==> src/rtl/usb_fm_pkg.sv <==
package usb_fm_pkg;
    localparam int FRAME_W   = 11;
    localparam int MICRO_W   = 3;
    localparam int NSTAT     = 4;
    localparam int ST_FRAME  = 0;
    localparam int ST_MICRO  = 1;
    localparam int ST_SUSP   = 2;
    localparam int ST_EOR    = 3;

    typedef enum logic [1:0] {
        SUS_ACTIVE = 2'd0,
        SUS_IDLE   = 2'd1,
        SUS_ASLEEP = 2'd2
    } sus_state_e;

    typedef enum logic [1:0] {
        EV_NONE  = 2'd0,
        EV_MICRO = 2'd1,
        EV_FRAME = 2'd2
    } sof_evt_e;
endpackage

==> src/rtl/usb_fm_timebase.sv <==
module usb_fm_timebase
    import usb_fm_pkg::*;
#(
    parameter int FW           = FRAME_W,
    parameter int MW           = MICRO_W,
    parameter int HS_PERIOD_US = 125,
    parameter int FS_PERIOD_US = 1000
) (
    input  logic          clk,
    input  logic          rst_n,
    input  logic          hs_mode,
    input  logic          sof_valid,
    input  logic [FW-1:0] sof_frame,
    input  logic          us_tick,
    output sof_evt_e      evt,
    output logic [FW-1:0] frame_num,
    output logic [MW-1:0] micro_num
);
    localparam int MAXP  = (HS_PERIOD_US > FS_PERIOD_US) ? HS_PERIOD_US : FS_PERIOD_US;
    localparam int CNT_W = $clog2(MAXP + 1);

    logic [CNT_W-1:0] cnt_q;
    logic [CNT_W-1:0] limit;
    logic             expire;
    logic [FW-1:0]    frame_d;
    logic [MW-1:0]    micro_d;

    always_comb begin
        limit  = hs_mode ? CNT_W'(HS_PERIOD_US - 1) : CNT_W'(FS_PERIOD_US - 1);
        expire = us_tick && (cnt_q >= limit) && !sof_valid;
    end

    // period timer: restarted by every received or synthesized start
    always_ff @(posedge clk) begin
        if (!rst_n)                  cnt_q <= '0;
        else if (sof_valid || expire) cnt_q <= '0;
        else if (us_tick)            cnt_q <= cnt_q + CNT_W'(1);
    end

    always_comb begin
        frame_d = frame_num;
        micro_d = micro_num;
        evt     = EV_NONE;
        if (sof_valid) begin
            if (hs_mode && (sof_frame == frame_num)) begin
                micro_d = micro_num + MW'(1);
                evt     = EV_MICRO;
            end else begin
                frame_d = sof_frame;
                micro_d = '0;
                evt     = EV_FRAME;
            end
        end else if (expire) begin
            if (hs_mode && (micro_num != '1)) begin
                micro_d = micro_num + MW'(1);
                evt     = EV_MICRO;
            end else begin
                frame_d = frame_num + FW'(1);
                micro_d = '0;
                evt     = EV_FRAME;
            end
        end
    end

    always_ff @(posedge clk) begin
        if (!rst_n) begin
            frame_num <= '0;
            micro_num <= '0;
        end else begin
            frame_num <= frame_d;
            micro_num <= micro_d;
        end
    end
endmodule

==> src/rtl/usb_fm_suspend.sv <==
module usb_fm_suspend
    import usb_fm_pkg::*;
#(
    parameter int SUSPEND_US = 3000
) (
    input  logic clk,
    input  logic rst_n,
    input  logic bus_idle,
    input  logic activity,
    input  logic us_tick,
    output logic susp_evt
);
    localparam int CNT_W = $clog2(SUSPEND_US + 1);

    sus_state_e       state_q, state_d;
    logic [CNT_W-1:0] cnt_q, cnt_d;

    always_ff @(posedge clk) begin
        if (!rst_n) begin
            state_q <= SUS_ACTIVE;
            cnt_q   <= '0;
        end else begin
            state_q <= state_d;
            cnt_q   <= cnt_d;
        end
    end

    always_comb begin
        state_d  = state_q;
        cnt_d    = cnt_q;
        susp_evt = 1'b0;
        unique case (state_q)
            SUS_ACTIVE: begin
                if (bus_idle && !activity) begin   // go-quiet
                    state_d = SUS_IDLE;
                    cnt_d   = '0;
                end
            end
            SUS_IDLE: begin
                if (activity) begin                // wake
                    state_d = SUS_ACTIVE;
                end else if (us_tick) begin
                    if (cnt_q == CNT_W'(SUSPEND_US - 1)) begin  // doze
                        state_d  = SUS_ASLEEP;
                        susp_evt = 1'b1;
                    end else begin
                        cnt_d = cnt_q + CNT_W'(1);
                    end
                end
            end
            SUS_ASLEEP: begin
                if (activity) state_d = SUS_ACTIVE; // wake
            end
            default: state_d = SUS_ACTIVE;
        endcase
    end
endmodule

==> src/rtl/usb_fm_status.sv <==
module usb_fm_status
    import usb_fm_pkg::*;
#(
    parameter int NB = NSTAT
) (
    input  logic          clk,
    input  logic          rst_n,
    input  logic [NB-1:0] set,
    input  logic [NB-1:0] clr,
    input  logic [NB-1:0] en,
    output logic [NB-1:0] stat,
    output logic          irq
);
    always_ff @(posedge clk) begin
        if (!rst_n) stat <= '0;
        else        stat <= (stat & ~clr) | set;   // set beats clear
    end

    always_comb irq = |(stat & en);
endmodule

==> src/rtl/usb_frame_mon.sv <==
module usb_frame_mon
    import usb_fm_pkg::*;
#(
    parameter int HS_PERIOD_US = 125,
    parameter int FS_PERIOD_US = 1000,
    parameter int SUSPEND_US   = 3000
) (
    input  logic               clk,
    input  logic               rst_n,
    input  logic               hs_mode,
    input  logic               sof_valid,
    input  logic [FRAME_W-1:0] sof_frame,
    input  logic               bus_idle,
    input  logic               reset_done,
    input  logic               us_tick,
    input  logic [NSTAT-1:0]   irq_en,
    input  logic [NSTAT-1:0]   stat_clr,
    output logic [NSTAT-1:0]   status,
    output logic               irq,
    output logic               speed,
    output logic [FRAME_W-1:0] frame_num,
    output logic [MICRO_W-1:0] micro_num
);
    sof_evt_e         evt;
    logic             susp_evt;
    logic             activity;
    logic [NSTAT-1:0] set_vec;

    always_comb begin
        activity          = !bus_idle || sof_valid || reset_done;
        set_vec           = '0;
        set_vec[ST_FRAME] = (evt == EV_FRAME);
        set_vec[ST_MICRO] = (evt == EV_MICRO);
        set_vec[ST_SUSP]  = susp_evt;
        set_vec[ST_EOR]   = reset_done;
    end

    usb_fm_timebase #(
        .FW(FRAME_W), .MW(MICRO_W),
        .HS_PERIOD_US(HS_PERIOD_US), .FS_PERIOD_US(FS_PERIOD_US)
    ) u_time (
        .clk(clk), .rst_n(rst_n), .hs_mode(hs_mode), .sof_valid(sof_valid),
        .sof_frame(sof_frame), .us_tick(us_tick), .evt(evt),
        .frame_num(frame_num), .micro_num(micro_num)
    );

    usb_fm_suspend #(.SUSPEND_US(SUSPEND_US)) u_susp (
        .clk(clk), .rst_n(rst_n), .bus_idle(bus_idle), .activity(activity),
        .us_tick(us_tick), .susp_evt(susp_evt)
    );

    usb_fm_status #(.NB(NSTAT)) u_stat (
        .clk(clk), .rst_n(rst_n), .set(set_vec), .clr(stat_clr), .en(irq_en),
        .stat(status), .irq(irq)
    );

    always_ff @(posedge clk) begin
        if (!rst_n) speed <= 1'b0;
        else        speed <= hs_mode;
    end
endmodule

==> config.mk <==
export PLATFORM = sky130hd
export DESIGN_NAME = usb_frame_mon
export DESIGN_NICKNAME = d
export VERILOG_FILES = /design/src/rtl/usb_fm_pkg.sv /design/src/rtl/usb_fm_timebase.sv /design/src/rtl/usb_fm_suspend.sv /design/src/rtl/usb_fm_status.sv /design/src/rtl/usb_frame_mon.sv
export SDC_FILE = /design/constraint.sdc
export NUM_CORES = 1
export LEC_CHECK = 0
export BUFFER_PORTS_ARGS = -buffer_cell sky130_fd_sc_hd__buf_2
export CORE_ASPECT_RATIO = 1.4
export CORE_MARGIN = 1
export CORE_UTILIZATION = 50
export CTS_CLUSTER_DIAMETER = 80
export CTS_CLUSTER_SIZE = 30
export DETAILED_ROUTE_END_ITERATION = 8
export GPL_ROUTABILITY_DRIVEN = 0
export PLACE_DENSITY = 0.74
export SYNTH_ARGS = -nofsm -noshare
export SYNTH_HDL_FRONTEND = slang
export SYNTH_HIERARCHICAL = 1
export SYNTH_SLANG_ARGS = --single-unit
==> constraint.sdc <==
create_clock -name clk -period 3.6 [get_ports clk]
set_clock_uncertainty 0.1 [all_clocks]
set_input_delay 0.72 -clock clk [delete_from_list [all_inputs] [get_ports clk]]
set_output_delay 0.72 -clock clk [all_outputs]
set_load 0.005 [all_outputs]
==> results.yml <==
outcome:
  status: "complete, no violations"
synthesis:
  async_flop_share_pct: 0
  syn_avg_cell_area_um2: 8.61
  synth_ff_type: "dfxtp_1"
  netlist.area_leader.share_pct: 32.1
  synth-seq-cells: 43
  synthAdderAreaFrac_pct: 5.60
  synth_top_cells_by_area: "dfxtp_1, ha_1, xnor2_1"
  synth_area_mm2: 0.00268
  synth-warning-count: 6
  synth.largest_area_cell: "dfxtp_1"
  synthXorXnorAreaFrac_pct: 6.54
  synthSimpleGateAreaFrac_pct: 23.8
  ys_types: 61
  ys_seq_area_share_pct: 32.1
  synth_edf_count: 0
  synth_cells: 311
  synth_fp_nets: 349
  muxShareOfSynthArea_pct: 1.17
  synth_top_family_by_area: "compound AO/OA/AOI/OAI gates"
  synth_compound_area_share_pct: 26.7
routing:
  wire_per_inst_um: 14.4
  first_pass_iters: 5
  drt_wl_total_mm: 5.98
  routed_via_density: 5.96
  vias: 2481
  drcViolationCount: 0
  postRouteAntennaNets: 0
  drtIter0Drc: 119
final_layout:
  regArea_um2: 861
  diodes: 0
  syn2layout_area_growth_pct: 12.0
  fillerInstances: 485
  multi_input_area_mm2: 0.00171
  nets: 387
  drive_gt1_share_pct: 22.0
worst_setup_path:
  crit_type: "in -> reg"
  crit_slowest_cell: "a2111o_1"
  critPathCaptureType: "flip-flop"
  required_ps: 3680
  startpoint_type: "primary input"
  cp.buffers_inverters: 2
  cpLargestDelayFamily: "compound AO/OA/AOI/OAI gates"
  crit_chain: "buf_2 -> inv_1 -> ha_1 -> nand2b_1 -> a2111o_1 -> a311oi_4 -> a31o_4 -> or3b_1 -> o21ai_2"
  cp_data_arrival_time_ps: 3010
  cp_max_fo: 13
  cpPeakStageDelay_ps: 460
sta:
  finalSetupViolations: 0
  hold_viol_final: 0
  drv_slew: 0
  slew_headroom_pct: 55.9
  rsz0062_at_grt: "false"
  hold_ws_ps: 399
  fin_tns_setup_ps: 0
  period_needed_ps: 2940
  fmax_mhz: 341
  tightest_slew_ps: 656
  finalCritPeriodShare_pct: 81.5
power:
  pwr-share-comb_pct: 12.5
  leakage_nw: 1.18
  switching_share_pct: 26.1
  power.share.sequential_pct: 54.8
  peakVddDrop_mv: 0.247
  clockPowerShare_pct: 32.7
  power-per-cell-area_mw_per_mm2: 303
  power.switching_mw: 0.238
  internal-power_mw: 0.672
clocking:
  clk_latency_ps: 290
  clk_pin_slew_ps: 80
  cts_buffers: 5
  clock-root-buffer: "clkbuf_8"
  cts_tree: "done"
  cts_sinks: 43
  post_cts_resized: 0
  h-tree-depth: 2
  cts_hold_buf: 0
  cts_setup_buffers: 0
  clock_path_buffers: 2
floorplanning:
  die-area_mm2: 0.00566
  start_util_pct: 51.9
  die-width_um: 63.9
  core_region_area_mm2: 0.00516
  rows: 31
  ioPinCount: 46
  chipHeight_um: 88.6
global_route:
  grt_pass1_vias: 2233
  antenna_found_initial: 0
  grt_max_degree: 38
  grt_overflow: 0
  grt_pass1_wl_mm: 9.87
  grt_use_total_pct: 22.1
placement:
  dp_hpwl_mm: 4.53
  io_buffers: 45
worst_hold_path:
  worstHoldPathType: "reg -> reg"
job:
  maxCapViolCount: 0
-- layer usage --
| metal | vias up | GRT usage, % | routed length (um) |
|---|---|---|---|
| li1 | 1237 | - | - |
| met1 | 1169 | 24.3 | 2470 |
| met2 | 64 | 41.8 | 3140 |
| met3 | 11 | 3.99 | 262 |
| met4 | 0 | 8.68 | 107 |
| met5 | - | 0 | 0 |
-- Yosys cell counts (8+ instances only) --
cell	count
o21ai_2	8
clkbuf_1	9
and3_1	13
nand2_1	26
nor2_1	24
nand3_1	11
dfxtp_1	43
o211ai_1	10
xnor2_1	14
ha_1	12
a21oi_1	13
-- logic make-up (layout without fill, tap and decap cells) --
logic type / count (synthesis) / after routing
AOI/OAI and AO/OA: 92 / 92
buffers and inverters: 22 / 61
xor gates and xnor gates: 20 / 20
adders and majority gates: 12 / 12
and+or+nand+nor: 119 / 119
DFF: 43 / 43
muxes: 3 / 3
-- flip-flops by register name, indices dropped and copies added, names as in the netlist --
register,cells
u_time/micro_num,3
u_susp/cnt_q,12
speed,1
u_time/cnt_q,10
u_susp/state_q,2
u_stat/stat,4
u_time/frame_num,11
-- worst paths after layout --
check / from / to / slack (ps) / cells after the start
worst min-delay path: u_susp/cnt_q[9] / u_susp/cnt_q[9] / 400 / 1
worst max-delay path: hs_mode / u_time/frame_num[5] / 660 / 9
worst min register to register: u_susp/cnt_q[9] / u_susp/cnt_q[9] / 400 / 1
worst max register to register: u_time/cnt_q[0] / u_time/frame_num[5] / 930 / 8
-- layout by cell type, fill, tap and decap left out, types with 8 or more instances in the layout --
cell	synthesis	final
and3_1	13	13
buf_2	2	45
nor2_1	24	24
nand2_1	26	26
ha_1	12	12
o211ai_1	10	10
dfxtp_1	43	43
xnor2_1	14	14
a21oi_1	13	13
o21ai_2	8	8
nand3_1	11	11
-- area by class of cell --
cell class	count	area share [%]
multi-input cells	246	57.0
flip-flops and latches	43	28.7
repair buffers	47	8.01
well taps	66	2.75
clock buffers	6	2.42
inverters	6	0.751
clock inverters	2	0.417
-- power groups by stage --
stage	Clock (mW)	Combinational [mW]	Sequential [mW]
2_1_floorplan	0	0.0753	0.507
3_3_place_gp	0	0.112	0.509
3_5_place_dp	0	0.115	0.509
4_1_cts	0.308	0.115	0.498
5_1_grt	0.327	0.126	0.500
6_report	0.297	0.114	0.498
-- metrics by stage --
step	utilization [%]	power (mW)	setup WS, ps	instances	cell area (um^2)
floorplan	-	0.582	868	311	2680
global placement	56.5	0.621	405	408	2920
detailed placement	56.5	0.624	331	408	2920
CTS	58.2	0.921	639	416	3000
global route	58.2	0.953	498	416	3000
finish	58.2	0.910	664	416	3000
(Power assumes the default switching activity.)
